## src/rtl/idebm_pkg.sv

```systemverilog
package idebm_pkg;
  localparam int CH_N      = 2;
  localparam int LANES     = 4;
  localparam int PTR_W     = 8 * LANES;
  localparam logic [7:0] CMD_KEEP  = 8'h09;
  localparam int OFF_CMD   = 0;
  localparam int OFF_MODE  = 1;
  localparam int OFF_STAT  = 2;
  localparam int OFF_TIM   = 3;

  typedef struct packed {
    logic [CH_N-1:0]            cmdWr;
    logic [CH_N-1:0]            stsWr;
    logic [CH_N-1:0]            timWr;
    logic                       modeWr;
    logic [CH_N-1:0][LANES-1:0] ptrLane;
    logic [PTR_W-1:0]           ptrData;
    logic [7:0]                 wrByte;
    logic                       rdOn;
    logic                       rdCh;
    logic [2:0]                 rdReg;
  } strobe_t;
endpackage

```

## src/rtl/idebm_ctrl.sv

```systemverilog
module idebm_ctrl
  import idebm_pkg::*;
(
  input  logic             wrEn,
  input  logic             rdEn,
  input  logic [3:0]       addr,
  input  logic [1:0]       wrSize,
  input  logic [PTR_W-1:0] wrData,
  output strobe_t          stb
);
  logic [1:0]       laneBase;
  logic [LANES-1:0] laneMask;
  logic [LANES-1:0] laneEn;
  logic             ch;
  logic [2:0]       regSel;

  assign ch     = addr[3];
  assign regSel = addr[2:0];

  always_comb begin
    case (wrSize)
      2'd0:    begin laneBase = addr[1:0];        laneMask = 4'b0001; end
      2'd1:    begin laneBase = {addr[1], 1'b0};  laneMask = 4'b0011; end
      default: begin laneBase = 2'd0;             laneMask = 4'b1111; end
    endcase
    laneEn = laneMask << laneBase;
  end

  always_comb begin
    stb         = '0;
    stb.wrByte  = wrData[7:0];
    stb.ptrData = wrData << {laneBase, 3'b000};
    stb.rdOn    = rdEn;
    stb.rdCh    = ch;
    stb.rdReg   = regSel;
    if (wrEn) begin
      case (regSel)
        3'(OFF_CMD):  stb.cmdWr[ch]  = 1'b1;
        3'(OFF_MODE): stb.modeWr     = 1'b1;
        3'(OFF_STAT): stb.stsWr[ch]  = 1'b1;
        3'(OFF_TIM):  stb.timWr[ch]  = 1'b1;
        default:      stb.ptrLane[ch] = laneEn;
      endcase
    end
  end
endmodule

```

## src/rtl/idebm_dpath.sv

```systemverilog
module idebm_dpath
  import idebm_pkg::*;
#(
  parameter logic [7:0] TIM0_INIT = 8'h00,
  parameter logic [7:0] TIM1_INIT = 8'h00
) (
  input  logic             clk,
  input  logic             rst,
  input  strobe_t          stb,
  input  logic [CH_N-1:0]  chanIrq,
  input  logic [CH_N-1:0]  dmaFault,
  output logic [PTR_W-1:0] rdData,
  output logic             irqOut,
  output logic [7:0]       modeQ,
  output logic [CH_N-1:0]  actQ
);
  logic [7:0]       cmdR  [CH_N];
  logic [7:0]       statR [CH_N];
  logic [7:0]       timR  [CH_N];
  logic [PTR_W-1:0] ptrR  [CH_N];

  // shared mode byte: pending in [3:2], block in [5:4]
  always_ff @(posedge clk) begin
    if (rst) begin
      modeQ <= '0;
    end else begin
      modeQ[3:2] <= chanIrq;
      if (stb.modeWr) modeQ[5:4] <= stb.wrByte[5:4];
    end
  end

  assign irqOut = |(modeQ[3:2] & ~modeQ[5:4]);

  for (genvar c = 0; c < CH_N; c++) begin : g_ch
    localparam logic [7:0] TINIT = (c == 0) ? TIM0_INIT : TIM1_INIT;
    logic [7:0]       statNext;
    logic [PTR_W-1:0] ptrNext;

    always_comb begin
      statNext = statR[c];
      if (stb.stsWr[c]) begin
        statNext[6:5] = stb.wrByte[6:5];
        statNext[2:1] = statR[c][2:1] & ~stb.wrByte[2:1];
      end
      if (stb.cmdWr[c]) statNext[0] = stb.wrByte[0];
      if (chanIrq[c] && !modeQ[2+c]) statNext[2] = 1'b1;
      if (dmaFault[c]) statNext[1] = 1'b1;
    end

    always_comb begin
      ptrNext = ptrR[c];
      for (int l = 0; l < LANES; l++) begin
        if (stb.ptrLane[c][l]) ptrNext[8*l +: 8] = stb.ptrData[8*l +: 8];
      end
      ptrNext[1:0] = 2'b00;
    end

    always_ff @(posedge clk) begin
      if (rst) begin
        cmdR[c]  <= '0;
        statR[c] <= '0;
        timR[c]  <= TINIT;
        ptrR[c]  <= '0;
      end else begin
        if (stb.cmdWr[c]) cmdR[c] <= stb.wrByte & CMD_KEEP;
        if (stb.timWr[c]) timR[c] <= stb.wrByte;
        statR[c] <= statNext;
        ptrR[c]  <= ptrNext;
      end
    end

    assign actQ[c] = statR[c][0];
  end

  always_comb begin
    rdData = '0;
    if (stb.rdOn) begin
      case (stb.rdReg)
        3'(OFF_CMD):  rdData = {24'b0, cmdR[stb.rdCh]};
        3'(OFF_MODE): rdData = {24'b0, modeQ};
        3'(OFF_STAT): rdData = {24'b0, statR[stb.rdCh]};
        3'(OFF_TIM):  rdData = {24'b0, timR[stb.rdCh]};
        default:      rdData = ptrR[stb.rdCh] >> {stb.rdReg[1:0], 3'b000};
      endcase
    end
  end
endmodule

```

## src/rtl/idebm_regs.sv

```systemverilog
module idebm_regs
  import idebm_pkg::*;
#(
  parameter logic [7:0] TIM0_INIT = 8'h00,
  parameter logic [7:0] TIM1_INIT = 8'h00
) (
  input  logic        clk,
  input  logic        rst,
  input  logic        wrEn,
  input  logic        rdEn,
  input  logic [3:0]  addr,
  input  logic [1:0]  wrSize,
  input  logic [31:0] wrData,
  output logic [31:0] rdData,
  input  logic [1:0]  chanIrq,
  input  logic [1:0]  dmaFault,
  output logic        irqOut
);
  strobe_t    stb;
  logic [7:0] modeQ;
  logic [1:0] actQ;

  idebm_ctrl u_ctrl (
    .wrEn   (wrEn),
    .rdEn   (rdEn),
    .addr   (addr),
    .wrSize (wrSize),
    .wrData (wrData),
    .stb    (stb)
  );

  idebm_dpath #(
    .TIM0_INIT (TIM0_INIT),
    .TIM1_INIT (TIM1_INIT)
  ) u_dpath (
    .clk      (clk),
    .rst      (rst),
    .stb      (stb),
    .chanIrq  (chanIrq),
    .dmaFault (dmaFault),
    .rdData   (rdData),
    .irqOut   (irqOut),
    .modeQ    (modeQ),
    .actQ     (actQ)
  );
endmodule

```

## config.mk

```make
export PLATFORM = sky130hd
export DESIGN_NAME = idebm_regs
export DESIGN_NICKNAME = d
export VERILOG_FILES = /design/src/rtl/idebm_pkg.sv /design/src/rtl/idebm_ctrl.sv /design/src/rtl/idebm_dpath.sv /design/src/rtl/idebm_regs.sv
export SDC_FILE = /design/constraint.sdc
export NUM_CORES = 1
export LEC_CHECK = 0
export BUFFER_PORTS_ARGS = -buffer_cell sky130_fd_sc_hd__buf_2
export CAP_MARGIN = 20
export CORE_MARGIN = 1.5
export CORE_UTILIZATION = 25
export DETAILED_ROUTE_END_ITERATION = 7
export GPL_ROUTABILITY_DRIVEN = 0
export SYNTH_ARGS = -nofsm -noshare
export SYNTH_HDL_FRONTEND = slang
export SYNTH_HIERARCHICAL = 1
export SYNTH_SLANG_ARGS = --single-unit
```

## constraint.sdc

```tcl
create_clock -name clk -period 1.96 [get_ports clk]
set_clock_uncertainty 0.05 [all_clocks]
set_input_delay 0.098 -clock clk [delete_from_list [all_inputs] [get_ports clk]]
set_output_delay 0.098 -clock clk [all_outputs]
set_load 0.05 [all_outputs]
```

## Word level (Yosys, flattened, before mapping)

Memories as Yosys holds them, arrays and structs flattened.
Index checks and enable logic that the tools add are counted.

| storage, ports and cells | value |
|---|---|
| RAM bits | 96 |
| bits in read-only memories | 0 |
| input port bits | 46 |
| latch bits | 0 |
| memories kept | 4 |
| register bits | 4 |

Memory list:

| memory | depth | width | read ports | clocked after Yosys merged registers in | write ports | RTL line | RTL |
|---|---|---|---|---|---|---|---|
| u_dpath.ptrR | 2 | 30 | 1 | 0 | 2 | idebm_dpath.sv:20 | `logic [PTR_W-1:0] ptrR [CH_N];` |
| u_dpath.statR | 2 | 8 | 3 | 0 | 2 | idebm_dpath.sv:18 | `logic [7:0] statR [CH_N];` |
| u_dpath.timR | 2 | 8 | 1 | 0 | 2 | idebm_dpath.sv:19 | `logic [7:0] timR [CH_N];` |
| u_dpath.cmdR | 2 | 2 | 1 | 0 | 2 | idebm_dpath.sv:17 | `logic [7:0] cmdR [CH_N];` |

| cells by class | value |
|---|---|
| equality and inequality tests | 12 |
| add/subtract/negate cells | 0 |
| muxes and demuxes | 61 |
| reductions and logical operators | 17 |
| bitwise logic cells | 20 |
| shift-type cells | 3 |
| magnitude comparators | 2 |
| multipliers | 0 |
| divide/modulo/power cells | 0 |

Operators with widths:

| cell | number |
|---|---|
| $mux 8 | 19 |
| $pmux 32 s4 | 1 |
| $mux 32 | 1 |
| $shl 32x5->32 | 1 |
| $shr 32x5->32 | 1 |
| $mux 1 | 23 |
| $mux 2 | 9 |
| $reduce_and 2->1 | 8 |
| $mux 15 | 1 |
| $or 1x1->1 | 14 |
| $mux 6 | 2 |
| $and 8x8->8 | 1 |
| $ne 1x1->1 const B | 8 |
| $pmux 4 s2 | 1 |
| $and 2x2->2 | 3 |
| $eq 3x2->1 const B | 2 |
| $demux 4 s1 | 1 |
| $mux 4 | 1 |
| $not 2->2 | 2 |
| $pmux 2 s2 | 1 |
| $reduce_or 4->1 | 1 |
| $shl 4x2->4 | 1 |
| $eq 3x1->1 const B | 1 |
| $logic_and 1x1->1 | 3 |
| other kinds (8) | 9 |

## Depth between registers and ports, before layout

| logic depth | value |
|---|---|
| depth after elaboration | 11 |
| depth in mapped cells | 7 |

## Cells and area by module

The synthesis kept the hierarchy.

By module, submodules not included:

| module | cells an instance | instances | area each (um^2) |
|---|---|---|---|
| idebm_dpath | 387 | 1 | 5,029.8 |
| idebm_ctrl | 116 | 1 | 824.5 |

## Least setup slack after synthesis

OpenSTA, ideal clock, no wires.

| timing | value |
|---|---|
| path type | input to output |
| start point | in addr[3] |
| end point | out rdData[7] |
| buffers on the path | 3 |
| cell stages on the path | 6 |
| slack | -0.331 ns |
| data required time | 1.812 ns |
| arrival time | 2.143 ns |
| path through | buf_4 -> buf_6 -> buf_12 -> mux2i_1 -> a221o_1 -> a211oi_1 |

| between the ends | value |
|---|---|
| longest elaborated chain between the ends | 4 |
| elaborated cells between the ends (all ways) | 6 |
| classes of those cells | shift (1); mux (2); memory (3) |

RTL lines:

| element | RTL line | RTL |
|---|---|---|
| start, declared | idebm_regs.sv:11 | `input logic [3:0] addr,` |
| $mem_v2 2x30 | - |  |
| $shr 32x5->32 | idebm_dpath.sv:83 | `default: rdData = ptrR[stb.rdCh] >> {stb.rdReg[1:0], 3'b000};` |
| $pmux 32 s4 * | idebm_dpath.sv:78 | `case (stb.rdReg)` |
| $mux 32 * | idebm_dpath.sv:77 | `if (stb.rdOn) begin` |
| end, declared | idebm_regs.sv:14 | `output logic [31:0] rdData,` |

Every way passes the cells marked *; elsewhere a longest branch is shown, timed or not.

## Final worst setup path

| timing | value |
|---|---|
| start point | mem u_dpath/ptrR[0][22] (netlist bit) |
| end point | out rdData[0] |

| between the ends | value |
|---|---|
| longest elaborated chain between the ends | 4 |

RTL lines:

| element | RTL line |
|---|---|
| start, declared | idebm_dpath.sv:20 |
| $mem_v2 2x30 | - |
| $shr 32x5->32 | idebm_dpath.sv:83 |
| $pmux 32 s4 | idebm_dpath.sv:78 |
| $mux 32 | idebm_dpath.sv:77 |

No other way between the ends.

==> results.txt <==
----------------------------------------------------
[Flow run]
  Max-cap violations ... 0

[Placed design]
  Total placed cells including tap cells ... 846
  Detail Placement HPWL ... 13.5 mm
  Number of buffer cells added on primary ports ... 78
  Area after DPL ... 0.00651 mm^2
  Worst Setup Slack post-DPL ... 0.0480 ns

[Setup path]
  Cell Chain, Critical Path ... mux4_2, a221oi_2, nor3_2, buf_6
  Kind of end point of the critical path ... output port
  Instance count on the critical path ... 4
  Maximum single-stage delay on the critical path ... 0.52 ns
  Required time at the endpoint of the critical path ... 1.81 ns
  Top Family by Delay on Critical Path ... multiplexers
  Startpoint types ... flop
  Setup CP Type ... reg -> out
  Path depth of the worst reg2reg path ... 3
  Max Fanout on Critical Path ... 2
  Data arrival time of the worst path ... 1.90 ns
  Combined buffer and inverter count along the critical path ... 1
  Cell with the largest stage delay on the worst path ... sky130_fd_sc_hd__mux4_2

[Synth]
  Mean area per synthesized cell ... 11.7 um^2
  Net count after synthesis ... 540
  Ys Warns ... 6
  Number of instances in the synthesized netlist ... 494
  Combined area of all synthesized cells ... 0.00579 mm^2

[Timing]
  Unrepaired setup endpoints after global routing ... true
  Post-route worst setup slack ... -0.0854 ns
  Setup violation total in the final timing report ... 5
  Transition time at the pin with the least slew margin ... 0.481 ns
  Number of failing hold endpoints at the final stage ... 0
  Final worst-path cycle share ... 1.04
  Summed negative setup slack over all endpoints ... -0.206 ns
  Worst rel slew slack ... 0.679
  Minimum period implied by the final worst setup slack ... 2.05 ns
  Max Clk Rate ... 0.489 GHz
  Final count of pins violating max slew ... 0

[Route]
  Met2 routed wirelength ... 7.47 mm
  Drt first pass iters ... 5
  Routed metal-1 wire length ... 7.87 mm
  Highest metal layer used by the detailed router ... met4
  Via density ... 4.78
  Met3 routed WL ... 915 um
  Detail Route Antenna Nets ... 0
  Number of design rule violations left after detail routing ... 0
  Starting DRT DRC Count ... 300
  Per-cell routed wire length ... 19.3 um
  Vias post-DR ... 4,186
  Total Routed Length ... 16.9 mm

[Final layout]
  Non-Filler Cell Area, Final ... 0.00711 mm^2
  Area taken by multi-input logic gates ... 0.00288 mm^2
  Fillers ... 2,318
  Synth-to-layout area growth ... 22.7%
  Highest-count cells in the layout ignoring fill and taps ... sky130_fd_sc_hd__and2_1 (82), sky130_fd_sc_hd__edfxtp_1 (80), sky130_fd_sc_hd__buf_2 (59)
  Final net count ... 631
  Leading cell type in the layout, fill and taps excluded ... sky130_fd_sc_hd__and2_1
  Antenna Cells ... 0
  Proportion of layout cells with a drive suffix above 1 ... 0.347
  Final cell count without fillers ... 875
  Register area ... 0.00268 mm^2

[Global route]
  Maximum number of pins on one net before global-route repair ... 31
  Leftover overflow at the end of global routing ... 0
  Wire length of the first global-routing pass ... 25.4 mm
  Aggregate global-route resource usage ... 0.143
  Number of antenna violations at the first check in global routing ... 0
  Via count of the first global-routing pass ... 4,134

[Floorplan]
  Initial standard-cell utilization of the core ... 0.255
  Die outline width ... 155 um
  Boundary pin count ... 79
  Die H ... 155 um
  Area of the placeable core ... 0.0227 mm^2
  Total die area ... 0.0241 mm^2
  Row Count ... 55

[CTS]
  Number of sinks handled by clock tree synthesis ... 94
  Level count of the clock H-tree ... 3
  Maximum clock insertion buffer count ... 2
  Number of buffers inserted during clock tree synthesis ... 9
  Root buffer cell ... sky130_fd_sc_hd__clkbuf_16
  Clock insertion delay at the later pin of the skew report ... 0.33 ns
  TritonCTS clock tree ... built
  Clock input transition at the sequential cells of the worst setup and hold paths ... 0.07 ns

[Pwr]
  Cell leakage power ... 2.82 nW
  P per Cell Area ... 719 mW/mm^2
  Maximum resistive drop on vdd ... 361 uV

[Run status]
  Outcome ... finished with violations
  Violations in the final reports ... negative setup slack

[Min path]
  Hold-critical path depth ... 3
  Tightest Hold Check Type ... in -> reg

----------------------------------------------------
[through the flow]
stage	util	power (mW)	hold slack (ns)
global route	0.313	5.27	0.106
finish	0.313	5.11	0.107
global placement	0.287	3.30	0.281
floorplan	-	2.99	0.165
CTS	0.310	5.11	0.102
detailed placement	0.287	3.30	0.287
[cell type report]
cell class	instances	share of cell area
inverter	9	0.00475
multi-input combinational	351	0.404
timing repair buffer	120	0.122
clock inverter	7	0.0100
tap	285	0.0502
clock buffer	9	0.0317
sequential	94	0.377
[tightest hold or removal path: stages]
cell and delay (ns):
sky130_fd_sc_hd__buf_2 0.18, sky130_fd_sc_hd__mux2i_1 0.10, sky130_fd_sc_hd__nor2_1 0.07
[flip-flops by register name, summed over array words and instances (netlist names)]
register / count
u_dpath/statR: 10
u_dpath/timR: 16
u_dpath/cmdR: 4
u_dpath/ptrR: 60
u_dpath/modeQ: 4
[what timing repair did]
action,in CTS,in global routing
pin swaps,5,3
hold endpoints to repair,6,0
setup buffers,8,2
endpoints found under the setup margin,13,18
hold buffers,4,0
gates resized for setup,42,22
[routing by layer]
layer | up-vias | track usage
li1 | 1979 | -
met1 | 2021 | 0.200
met2 | 157 | 0.213
met3 | 29 | 0.0223
met4 | 0 | 0.0753
met5 | - | 0
[power by group]
part / switching, mW / total [mW] / leakage, nW / internal (mW)
Sequential: 0.0922 / 2.39 / 0.890 / 2.30
Combinational: 0.554 / 0.966 / 1.78 / 0.412
Clock: 0.764 / 1.76 / 0.142 / 0.992
[worst paths after layout]
path | from | to | slack [ns]
worst max-delay path | u_dpath/ptrR[0][22]$_SDFFCE_PN0P_ | rdData[0] | -0.09
worst min-delay path | wrData[4] | u_dpath/modeQ[4]$_SDFFE_PP0P_ | 0.11
worst max register to register | u_dpath/modeQ[2]$_SDFF_PP0_ | u_dpath/statR[0][2]$_SDFF_PP0_ | 1.19
worst min register to register | u_dpath/statR[0][0]$_SDFFE_PP0P_ | u_dpath/statR[0][0]$_SDFFE_PP0P_ | 0.42
Note: power is estimated with default switching activity, not from simulation.
